===== src/rtl/dp_pkg.sv =====
package dp_pkg;
  localparam int DW  = 8;
  localparam int RN  = 8;
  localparam int SW  = $clog2(RN);
  localparam int OPW = 7;
  localparam int IW  = OPW + 3 * SW;

  typedef enum logic [3:0] {
    G_PASSA, G_INC, G_ADD, G_SUB, G_DEC, G_AND, G_OR, G_XOR, G_NOT
  } gsel_e;
  typedef enum logic [1:0] { H_PASSB, H_SHR, H_SHL } hsel_e;
  typedef enum logic { MF_ALU, MF_SHF } mf_e;
  typedef enum logic { MD_FN, MD_MEM } md_e;

  typedef struct packed {
    logic [SW-1:0] asel;
    logic [SW-1:0] bsel;
    logic [SW-1:0] dsel;
    gsel_e         g;
    hsel_e         h;
    mf_e           mf;
    md_e           md;
    logic          ld;
  } ctl_t;

  typedef struct packed {
    logic [DW-1:0] f;
    logic          c;
    logic          v;
    logic          n;
    logic          z;
  } alu_res_t;

  localparam logic [OPW-1:0] OP_MOVA = 7'b0000000;
  localparam logic [OPW-1:0] OP_INC  = 7'b0000001;
  localparam logic [OPW-1:0] OP_ADD  = 7'b0000010;
  localparam logic [OPW-1:0] OP_SUB  = 7'b0000101;
  localparam logic [OPW-1:0] OP_DEC  = 7'b0000110;
  localparam logic [OPW-1:0] OP_AND  = 7'b0001000;
  localparam logic [OPW-1:0] OP_OR   = 7'b0001001;
  localparam logic [OPW-1:0] OP_XOR  = 7'b0001010;
  localparam logic [OPW-1:0] OP_NOT  = 7'b0001011;
  localparam logic [OPW-1:0] OP_SHR  = 7'b0001101;
  localparam logic [OPW-1:0] OP_SHL  = 7'b0001110;
  localparam logic [OPW-1:0] OP_LD   = 7'b0010000;

  // ALU arithmetic: a 9-bit sum gives the carry; subtract adds ~B + 1 so the
  // carry bit is the inverted borrow.
  function automatic alu_res_t alu_calc(gsel_e g, logic [DW-1:0] a, logic [DW-1:0] b);
    alu_res_t      r;
    logic [DW:0]   s;
    logic          sa, sb, sf;
    s   = {1'b0, a};
    r.v = 1'b0;
    unique case (g)
      G_INC: s = {1'b0, a} + {{DW{1'b0}}, 1'b1};
      G_ADD: s = {1'b0, a} + {1'b0, b};
      G_SUB: s = {1'b0, a} + {1'b0, ~b} + {{DW{1'b0}}, 1'b1};
      G_DEC: s = {1'b0, a} + {1'b0, {DW{1'b1}}};
      G_AND: s = {1'b0, a & b};
      G_OR:  s = {1'b0, a | b};
      G_XOR: s = {1'b0, a ^ b};
      G_NOT: s = {1'b0, ~a};
      default: s = {1'b0, a};
    endcase
    sa = a[DW-1];
    sb = b[DW-1];
    sf = s[DW-1];
    unique case (g)
      G_INC: r.v = ~sa & sf;
      G_ADD: r.v = (sa == sb) && (sf != sa);
      G_SUB: r.v = (sa != sb) && (sf != sa);
      G_DEC: r.v = sa & ~sf;
      default: r.v = 1'b0;
    endcase
    r.f = s[DW-1:0];
    r.c = (g inside {G_INC, G_ADD, G_SUB, G_DEC}) ? s[DW] : 1'b0;
    r.n = s[DW-1];
    r.z = (s[DW-1:0] == '0);
    return r;
  endfunction

  function automatic logic [DW-1:0] shift_calc(hsel_e h, logic [DW-1:0] b);
    unique case (h)
      H_SHR:   return {1'b0, b[DW-1:1]};
      H_SHL:   return {b[DW-2:0], 1'b0};
      default: return b;
    endcase
  endfunction
endpackage


===== src/rtl/dp_decoder.sv =====
module dp_decoder
  import dp_pkg::*;
(
  input  logic [IW-1:0] instr,
  output ctl_t          ctl
);
  logic [OPW-1:0] opcode;
  assign opcode = instr[IW-1 -: OPW];

  always_comb begin
    // destination, A source and B source fields, high to low
    ctl.dsel = instr[3*SW-1 -: SW];
    ctl.asel = instr[2*SW-1 -: SW];
    ctl.bsel = instr[SW-1 -: SW];
    ctl.g    = G_PASSA;
    ctl.h    = H_PASSB;
    ctl.mf   = MF_ALU;
    ctl.md   = MD_FN;
    ctl.ld   = 1'b1;
    case (opcode)
      OP_MOVA: ctl.g = G_PASSA;
      OP_INC:  ctl.g = G_INC;
      OP_ADD:  ctl.g = G_ADD;
      OP_SUB:  ctl.g = G_SUB;
      OP_DEC:  ctl.g = G_DEC;
      OP_AND:  ctl.g = G_AND;
      OP_OR:   ctl.g = G_OR;
      OP_XOR:  ctl.g = G_XOR;
      OP_NOT:  ctl.g = G_NOT;
      OP_SHR:  begin ctl.mf = MF_SHF; ctl.h = H_SHR; end
      OP_SHL:  begin ctl.mf = MF_SHF; ctl.h = H_SHL; end
      OP_LD:   ctl.md = MD_MEM;
      default: ctl.ld = 1'b0;
    endcase
  end
endmodule


===== src/rtl/dp_regfile.sv =====
module dp_regfile #(
  parameter int DW = 8,
  parameter int RN = 8
) (
  input  logic          clk,
  input  logic          rst_n,
  input  logic          we,
  input  logic [$clog2(RN)-1:0] waddr,
  input  logic [DW-1:0] wdata,
  input  logic [$clog2(RN)-1:0] raddr_a,
  input  logic [$clog2(RN)-1:0] raddr_b,
  input  logic [$clog2(RN)-1:0] raddr_c,
  output logic [DW-1:0] rdata_a,
  output logic [DW-1:0] rdata_b,
  output logic [DW-1:0] rdata_c
);
  localparam int SW = $clog2(RN);

  logic [RN-1:0][DW-1:0] regs;
  logic [RN-1:0]         wr_hit;

  for (genvar i = 0; i < RN; i++) begin : g_hit
    assign wr_hit[i] = we && (waddr == SW'(i));
  end

  always_ff @(posedge clk or negedge rst_n) begin
    if (!rst_n) begin
      regs <= '0;
    end else begin
      for (int i = 0; i < RN; i++) begin
        if (wr_hit[i]) regs[i] <= wdata;
      end
    end
  end

  assign rdata_a = regs[raddr_a];
  assign rdata_b = regs[raddr_b];
  assign rdata_c = regs[raddr_c];

  p_write_r2: assert property (@(posedge clk) disable iff (!rst_n)
    we |=> regs[$past(waddr)] == $past(wdata));

  p_hold_r10: assert property (@(posedge clk) disable iff (!rst_n)
    !we |=> $stable(regs));
endmodule


===== src/rtl/dp_fu.sv =====
module dp_fu
  import dp_pkg::*;
(
  input  gsel_e         g,
  input  hsel_e         h,
  input  mf_e           mf,
  input  logic [DW-1:0] a,
  input  logic [DW-1:0] b,
  output alu_res_t      alu,
  output logic [DW-1:0] f
);
  logic [DW-1:0] shf;
  assign alu = alu_calc(g, a, b);
  assign shf = shift_calc(h, b);
  assign f   = (mf == MF_SHF) ? shf : alu.f;
endmodule


===== src/rtl/dp_core.sv =====
module dp_core
  import dp_pkg::*;
(
  input  logic          clk,
  input  logic          rst_n,
  input  logic [15:0]   instr,
  input  logic [7:0]    data_in,
  input  logic [2:0]    chk_sel,
  output logic [7:0]    chk_data,
  output logic [7:0]    mem_addr,
  output logic [7:0]    mem_wdata,
  output logic          flag_c,
  output logic          flag_n,
  output logic          flag_z,
  output logic          flag_v
);
  ctl_t          ctl;
  logic [DW-1:0] bus_a, bus_b, fu_f, wb_data;
  alu_res_t      alu;

  dp_decoder u_dec (.instr(instr), .ctl(ctl));

  dp_regfile #(.DW(DW), .RN(RN)) u_rf (
    .clk(clk), .rst_n(rst_n),
    .we(ctl.ld), .waddr(ctl.dsel), .wdata(wb_data),
    .raddr_a(ctl.asel), .raddr_b(ctl.bsel), .raddr_c(chk_sel),
    .rdata_a(bus_a), .rdata_b(bus_b), .rdata_c(chk_data)
  );

  dp_fu u_fu (
    .g(ctl.g), .h(ctl.h), .mf(ctl.mf),
    .a(bus_a), .b(bus_b), .alu(alu), .f(fu_f)
  );

  assign wb_data   = (ctl.md == MD_MEM) ? data_in : fu_f;
  assign mem_addr  = bus_a;
  assign mem_wdata = bus_b;
  assign flag_c    = alu.c;
  assign flag_n    = alu.n;
  assign flag_z    = alu.z;
  assign flag_v    = alu.v;

  // Signed sum of the operands, used only to cross-check the overflow flag.
  logic signed [DW:0] chk_sum;
  assign chk_sum = $signed({bus_a[DW-1], bus_a}) + $signed({bus_b[DW-1], bus_b});

  p_sub_carry_r3: assert property (@(posedge clk) disable iff (!rst_n)
    (ctl.g == G_SUB) |-> (flag_c == (bus_a >= bus_b)));

  p_add_ovf_r4: assert property (@(posedge clk) disable iff (!rst_n)
    (ctl.g == G_ADD) |-> (flag_v == (chk_sum[DW] != chk_sum[DW-1])));

  p_inc_carry_r5: assert property (@(posedge clk) disable iff (!rst_n)
    (ctl.g == G_INC) |-> (flag_c == (bus_a == {DW{1'b1}})));

  p_logic_cv_r6: assert property (@(posedge clk) disable iff (!rst_n)
    (ctl.g inside {G_AND, G_OR, G_XOR, G_NOT}) |-> (!flag_c && !flag_v));
endmodule


===== config.mk =====
export PLATFORM = sky130hd
export DESIGN_NAME = dp_core
export DESIGN_NICKNAME = d
export VERILOG_FILES = /design/src/rtl/dp_pkg.sv /design/src/rtl/dp_decoder.sv /design/src/rtl/dp_regfile.sv /design/src/rtl/dp_fu.sv /design/src/rtl/dp_core.sv
export SDC_FILE = /design/constraint.sdc
export NUM_CORES = 1
export LEC_CHECK = 0
export BUFFER_PORTS_ARGS = -buffer_cell sky130_fd_sc_hd__buf_2
export CORE_ASPECT_RATIO = 0.8
export CORE_UTILIZATION = 45
export CTS_CLUSTER_SIZE = 16
export DETAILED_ROUTE_END_ITERATION = 16
export SYNTH_ARGS = -nofsm -noshare
export SYNTH_HDL_FRONTEND = slang
export SYNTH_SLANG_ARGS = --single-unit

===== constraint.sdc =====
create_clock -name clk -period 5.5 [get_ports clk]
set_input_delay 0.275 -clock clk [delete_from_list [all_inputs] [get_ports clk]]
set_output_delay 0.275 -clock clk [all_outputs]
set_load 0.05 [all_outputs]

After elaboration in Yosys (flattened, before gate mapping)
Cells that the tools add are included.

storage, ports and cells
  bits in registers = 64
  latch bits = 0
  RAM bits = 0
  ROM bits = 0
  output and inout bits = 28
  word-level logic and storage cells = 87
  memories = 0

cells by class
  $add $sub $neg = 5
  $mul = 0
  div/mod/pow operators = 0
  magnitude comparators = 3
  equality and inequality tests = 31
  shifts and indexed selects = 0
  multiplexer cells = 16
  bitwise gates (word level) = 9
  reductions and logical operators = 15

operator list
  kind                   count
  $bmux W8 S3            3
  $pmux W9 S8            1
  $eq A7 B4 Y1 const B   6
  $mux W8                5
  $pmux W4 S8            1
  $add A8 B8 Y9          2
  $eq A4 B3 Y1 const B   4
  $not A8 Y8             2
  $pmux W8 S2            1
  $eq A7 B3 Y1 const B   2
  $eq A3 B3 Y1 const B   4
  $lt A3 B4 Y1 const B   3
  $reduce_or A12 Y1      1
  $logic_and A1 B1 Y1    10
  $add A8 B1 Y9 const B  1
  $add A8 B8 Y9 const B  1
  $add A9 B1 Y9 const B  1
  $and A8 B8 Y8          1
  $eq A4 B2 Y1 const B   2
  $logic_not A8 Y1       1
  $or A8 B8 Y8           1
  $xor A8 B8 Y8          1
  $eq A7 B1 Y1 const B   1
  $eq A7 B2 Y1 const B   1
  other kinds (17)       23

Logic depth before layout (Yosys ltp)
  word-level depth = 9
  depth in mapped cells = 18

Modules after synthesis
Synthesis repeated with hierarchy kept, for this count alone.

second synthesis, totals
  cell total of the unflattened synthesis = 572
  area total of the unflattened synthesis = 6,462.4 µm²

modules (own cells, without submodules)
  module      instances  cells an instance  area each (µm²)  sequential area each (µm²)
  dp_regfile  1          230                4,078.9          1,601.5
  dp_fu       1          299                2,016.9          0.0
  dp_decoder  1          34                 235.2            0.0
  dp_core     1          9                  131.4            0.0

Least setup slack after synthesis
No wires, ideal clock.

  path kind = input -> output
  start = input port instr[4]
  end = output port flag_z
  arrival = 5.353 ns
  required time = 5.225 ns
  setup slack = -0.128 ns
  cell stages on the path = 11
  path through = buf_4 -> mux4_2 -> mux2i_1 -> inv_1 -> ha_1 -> a211oi_1 -> o21ai_0 -> a31o_2 -> a211oi_1 -> a22oi_1 -> a2111oi_1

between the ends
  cells in the longest elaborated chain, start to end = 6
  elaborated cells on any way between the ends = 13
  classes of those cells = add/sub (5); mux (3); bitwise (4); reduce/logical (1)

ends and longest elaborated chain
  item                             line              source
  start, declared                  dp_core.sv:6      input logic [15:0] instr,
  $bmux W8 S3 *                    dp_regfile.sv:36  assign rdata_a = regs[raddr_a];
  $mux W8 (implied by the code) *  dp_regfile.sv:36
  named net mem_addr[1]            dp_core.sv:10     output logic [7:0] mem_addr,
  $add A8 B8 Y9                    dp_pkg.sv:58      G_SUB: s = {1'b0, a} + {1'b0, ~b} + {{DW{1'b0}}, 1'b1};
  $add A9 B1 Y9                    dp_pkg.sv:58
  $pmux W9 S8 *                    dp_pkg.sv:55      unique case (g)
  named net flag_n                 dp_core.sv:13     output logic flag_n,
  $logic_not A8 Y1 *               dp_pkg.sv:79      r.z = (s[DW-1:0] == '0);
  end, declared                    dp_core.sv:14     output logic flag_z,

The timed path passes the listed nets; every way through them passes the cells marked *. The select of a mux whose other input is x is not followed.

Worst setup path in the final report
  start = register u_rf.regs[17] (netlist bit)
  end = output port flag_v

between the ends
  cells in the longest elaborated chain, start to end = 9
  elaborated cells on any way between the ends = 18
  classes of those cells = add/sub (5); eq/ne (1); mux (6); bitwise (4); reduce/logical (2)

ends and longest elaborated chain
  item                                               line                                      source
  start, declared                                    dp_regfile.sv:19                          logic [RN-1:0][DW-1:0] regs;
  start signal, assigned by index                    dp_regfile.sv:31                          if (wr_hit[i]) regs[i] <= wdata;
  $bmux W8 S3                                        dp_regfile.sv:37                          assign rdata_b = regs[raddr_b];
  $mux W8 (implied by the code)                      dp_regfile.sv:37
  $not A8 Y8                                         dp_pkg.sv:58
  $add A8 B8 Y9                                      dp_pkg.sv:58
  $add A9 B1 Y9                                      dp_pkg.sv:58
  $pmux W9 S8 *                                      dp_pkg.sv:55
  $ne A1 B1 Y1 / $not A1 Y1 (equally long branches)  dp_pkg.sv:71, dp_pkg.sv:72, dp_pkg.sv:73
  $logic_and A1 B1 Y1, or another cell as far along  dp_pkg.sv:72                              G_SUB: r.v = (sa != sb) && (sf != sa);
  $pmux W1 S4 *                                      dp_pkg.sv:69                              unique case (g)
  end, declared                                      dp_core.sv:15                             output logic flag_v

Every way passes the cells marked *; elsewhere a longest branch is shown, timed or not. The select of a mux whose other input is x is not followed.

==> impl_metrics.yaml <==
critical_path:
  worstSetupStartpoint: "u_rf.regs[17]"
  r2r-start: "u_rf.regs[17]"
  startpoint_type: "flop"
  path_cells: "mux4_2, mux2i_1, inv_1, ha_1, a211oi_1, o21ai_0, a31o_2, a211oi_1, a22oi_1, inv_1, ha_1, a32o_1, nand2_1, o21ai_1, buf_2"
  crit_type: "reg -> out"
  cp_slowest_stage_delay_ps: 450
  slowest_stage: "mux4_2"
  crit_required_ps: 5220
  path_delay_family: "compound AO/OA/AOI/OAI gates"
  end_kind: "output pin"
  path_max_fanout: 5
  arrival_ps: 4560
  crit_buf_inv: 3
cells_and_area:
  syn2layout_area_growth_pct: 11.2
  reg_top3: "u_rf.regs: 64 flops"
  final_cell_mix: "73 x nand2_1, 64 x dfrtp_1, 61 x o21ai_1, 56 x buf_2, 41 x mux4_2"
  largest_reg_flops: 64
  final_nets: 724
  largest-register: "u_rf.regs"
  final_common_cell: "nand2_1"
  diodes: 0
  final_cell_area_um2: 6580
  finish.utilization_pct: 51.3
  drive_gt1_share_pct: 23.8
synth:
  synth_area_leader_cell: "dfrtp_1"
  yosysUniqueCellTypes: 77
  synth-main-ff-cell: "dfrtp_1"
  ys_seq_area_share_pct: 27.1
  synth_top_area_share_pct: 27.1
  synthTopCellsByArea: "dfrtp_1 27%, mux4_2 16%, ha_1 7.8%, o21ai_1 5.1%, nand2_1 4.6%"
  synth_seq_cells: 64
  async_reset_ff_share_pct: 100
  synth_area_um2: 5920
  yosysWarnings: 0
  synth_edf_count: 0
  syn_avg_cell_area_um2: 9.57
  syn_inst: 618
  syn-num-nets: 686
grt:
  grtUsageTotal_pct: 30.4
  grt_max_degree: 65
  grt-ovfl-total: 0
  grt_pass1_wl_um: 30600
  grt_pass1_vias: 5209
  antenna_found_initial: 0
detailed_routing:
  ant_nets: 0
  finalWirelength_um: 19400
  vias: 5497
  wl_per_cell_um: 23.2
  remaining_drc_errors: 0
  firstDrtPassIters: 5
  via_per_inst: 6.58
  drt_iter0_markers: 572
clock_network:
  htreeDepth: 3
  clock_path_buffers: 2
  cts_tree: "built"
  clkTransAtPathRegs_ps: 50
  post_cts_resized: 0
  cts_root_buf: "clkbuf_16"
  post_cts.repair.setup_buffers: 0
  insertion_delay_ps: 340
  hold_buffers: 0
  cts.sinks: 64
  numCtsBuffers: 9
job:
  cap_violations: 0
die:
  die_height_um: 105
  initial_core_util_pct: 46.1
  rows: 37
  ioPinCount: 57
  die_w_um: 130
  dieArea_um2: 13600
  core_area_um2: 12800
power:
  clkPwrFrac_pct: 27.3
  p_comb_share_pct: 41.3
  p_int_uw: 1190
  cellPowerDensity_nw_per_um2: 305
  leakage_uw: 0.00292
  ir_drop_mv: 0.165
  p_seq_share_pct: 31.4
  p_sw_share_pct: 40.6
  switchingPower_uw: 815
sta:
  rsz0062_at_grt: "no"
  max_freq_mhz: 207
  tightest_slew_ps: 977
  min_period_ps: 4840
  final-setup-viol-count: 0
  hold_slack_ps: 112
  finalClockSkew_ps: 6.90
  hold_viol_final: 0
  slew_headroom_pct: 34.7
  final.period_utilization_pct: 88.0
  drv_slew: 0
placed_design:
  place_congestion: 0.939
  hpwlAfterDp_um: 14300
  dpl-instance-area_um2: 6290
  portBuffers: 56
outcome:
  status: "complete, no violations"
min_path:
  hold_path_class: "in -> async"
## power by group through the flow
stage	clock [µW]	combinational (µW)	sequential, µW
2_1_floorplan	0	616	602
3_5_place_dp	0	814	634
3_3_place_gp	0	793	628
6_report	549	830	631
4_1_cts	555	819	627
5_1_grt	577	898	641
## layer usage
metal / up-vias / part of all wire, % / global-route usage, % / wire length (µm)
met5: - / 0 / 0 / 0
met4: 0 / 1.7 / 7.31 / 335
met3: 36 / 10 / 7.01 / 1990
met2: 349 / 43 / 41.9 / 8330
met1: 2685 / 45 / 47.2 / 8760
li1: 2427 / - / - / -
## logic make-up after synthesis
family | after synthesis | synth area share (%)
compound gates | 176 | 19.9
xor+xnor | 1 | 0.148
fa+ha+maj | 39 | 8.50
buf+inv | 68 | 4.76
flops | 64 | 27.1
mux | 91 | 25.0
simple gates | 179 | 14.6
## cells in the mapped netlist, drive strengths merged, types with 3 or more instances
cell     number
o211ai        4
a22oi         7
nand2        73
nor3         11
mux2i        29
and3          4
o31ai         4
buf          16
or3           6
o22ai         7
nand3         6
a211oi        5
nand2b       10
inv          33
o2bb2ai       3
mux2         21
a21oi        15
mux4         41
o21a          3
o21ai        80
a31oi        10
nor2b        12
nor3b         5
a221oi       10
nor2         36
dfrtp        64
clkbuf       17
ha           37
and2          3
## final cells by class
cell class	count	area, µm²
sequential	64	1600
clock buffer	13	270
inverter	35	131
tap	175	219
clock inverter	3	15.0
timing repair buffer	60	310
multi-input combinational	486	4030
fill	1198	6240
## path summary, 6_finish.rpt
| kind | end | slack (ps) | depth (start not counted) |
|---|---|---|---|
| max reg2reg | u_rf.regs[39] | 1300 | 11 |
| max | flag_v | 660 | 15 |
| min in group clk | u_rf.regs[58] | 310 | 3 |
| min reg2reg | u_rf.regs[38] | 530 | 2 |
| min | u_rf.regs[3] | 110 | 2 |
| max in group asynchronous | u_rf.regs[20] | 4820 | 2 |
## per-stage QoR
step | cells | total power, µW | setup WS (ps) | setup TNS [ps]
2_1_floorplan | 618 | 1220 | -128 | -128
3_3_place_gp | 820 | 1420 | 850 | 0
3_5_place_dp | 820 | 1450 | 734 | 0
4_1_cts | 836 | 2000 | 694 | 0
5_1_grt | 836 | 2120 | 282 | 0
6_report | 836 | 2010 | 660 | 0
Power figures use the tool's default switching activity.
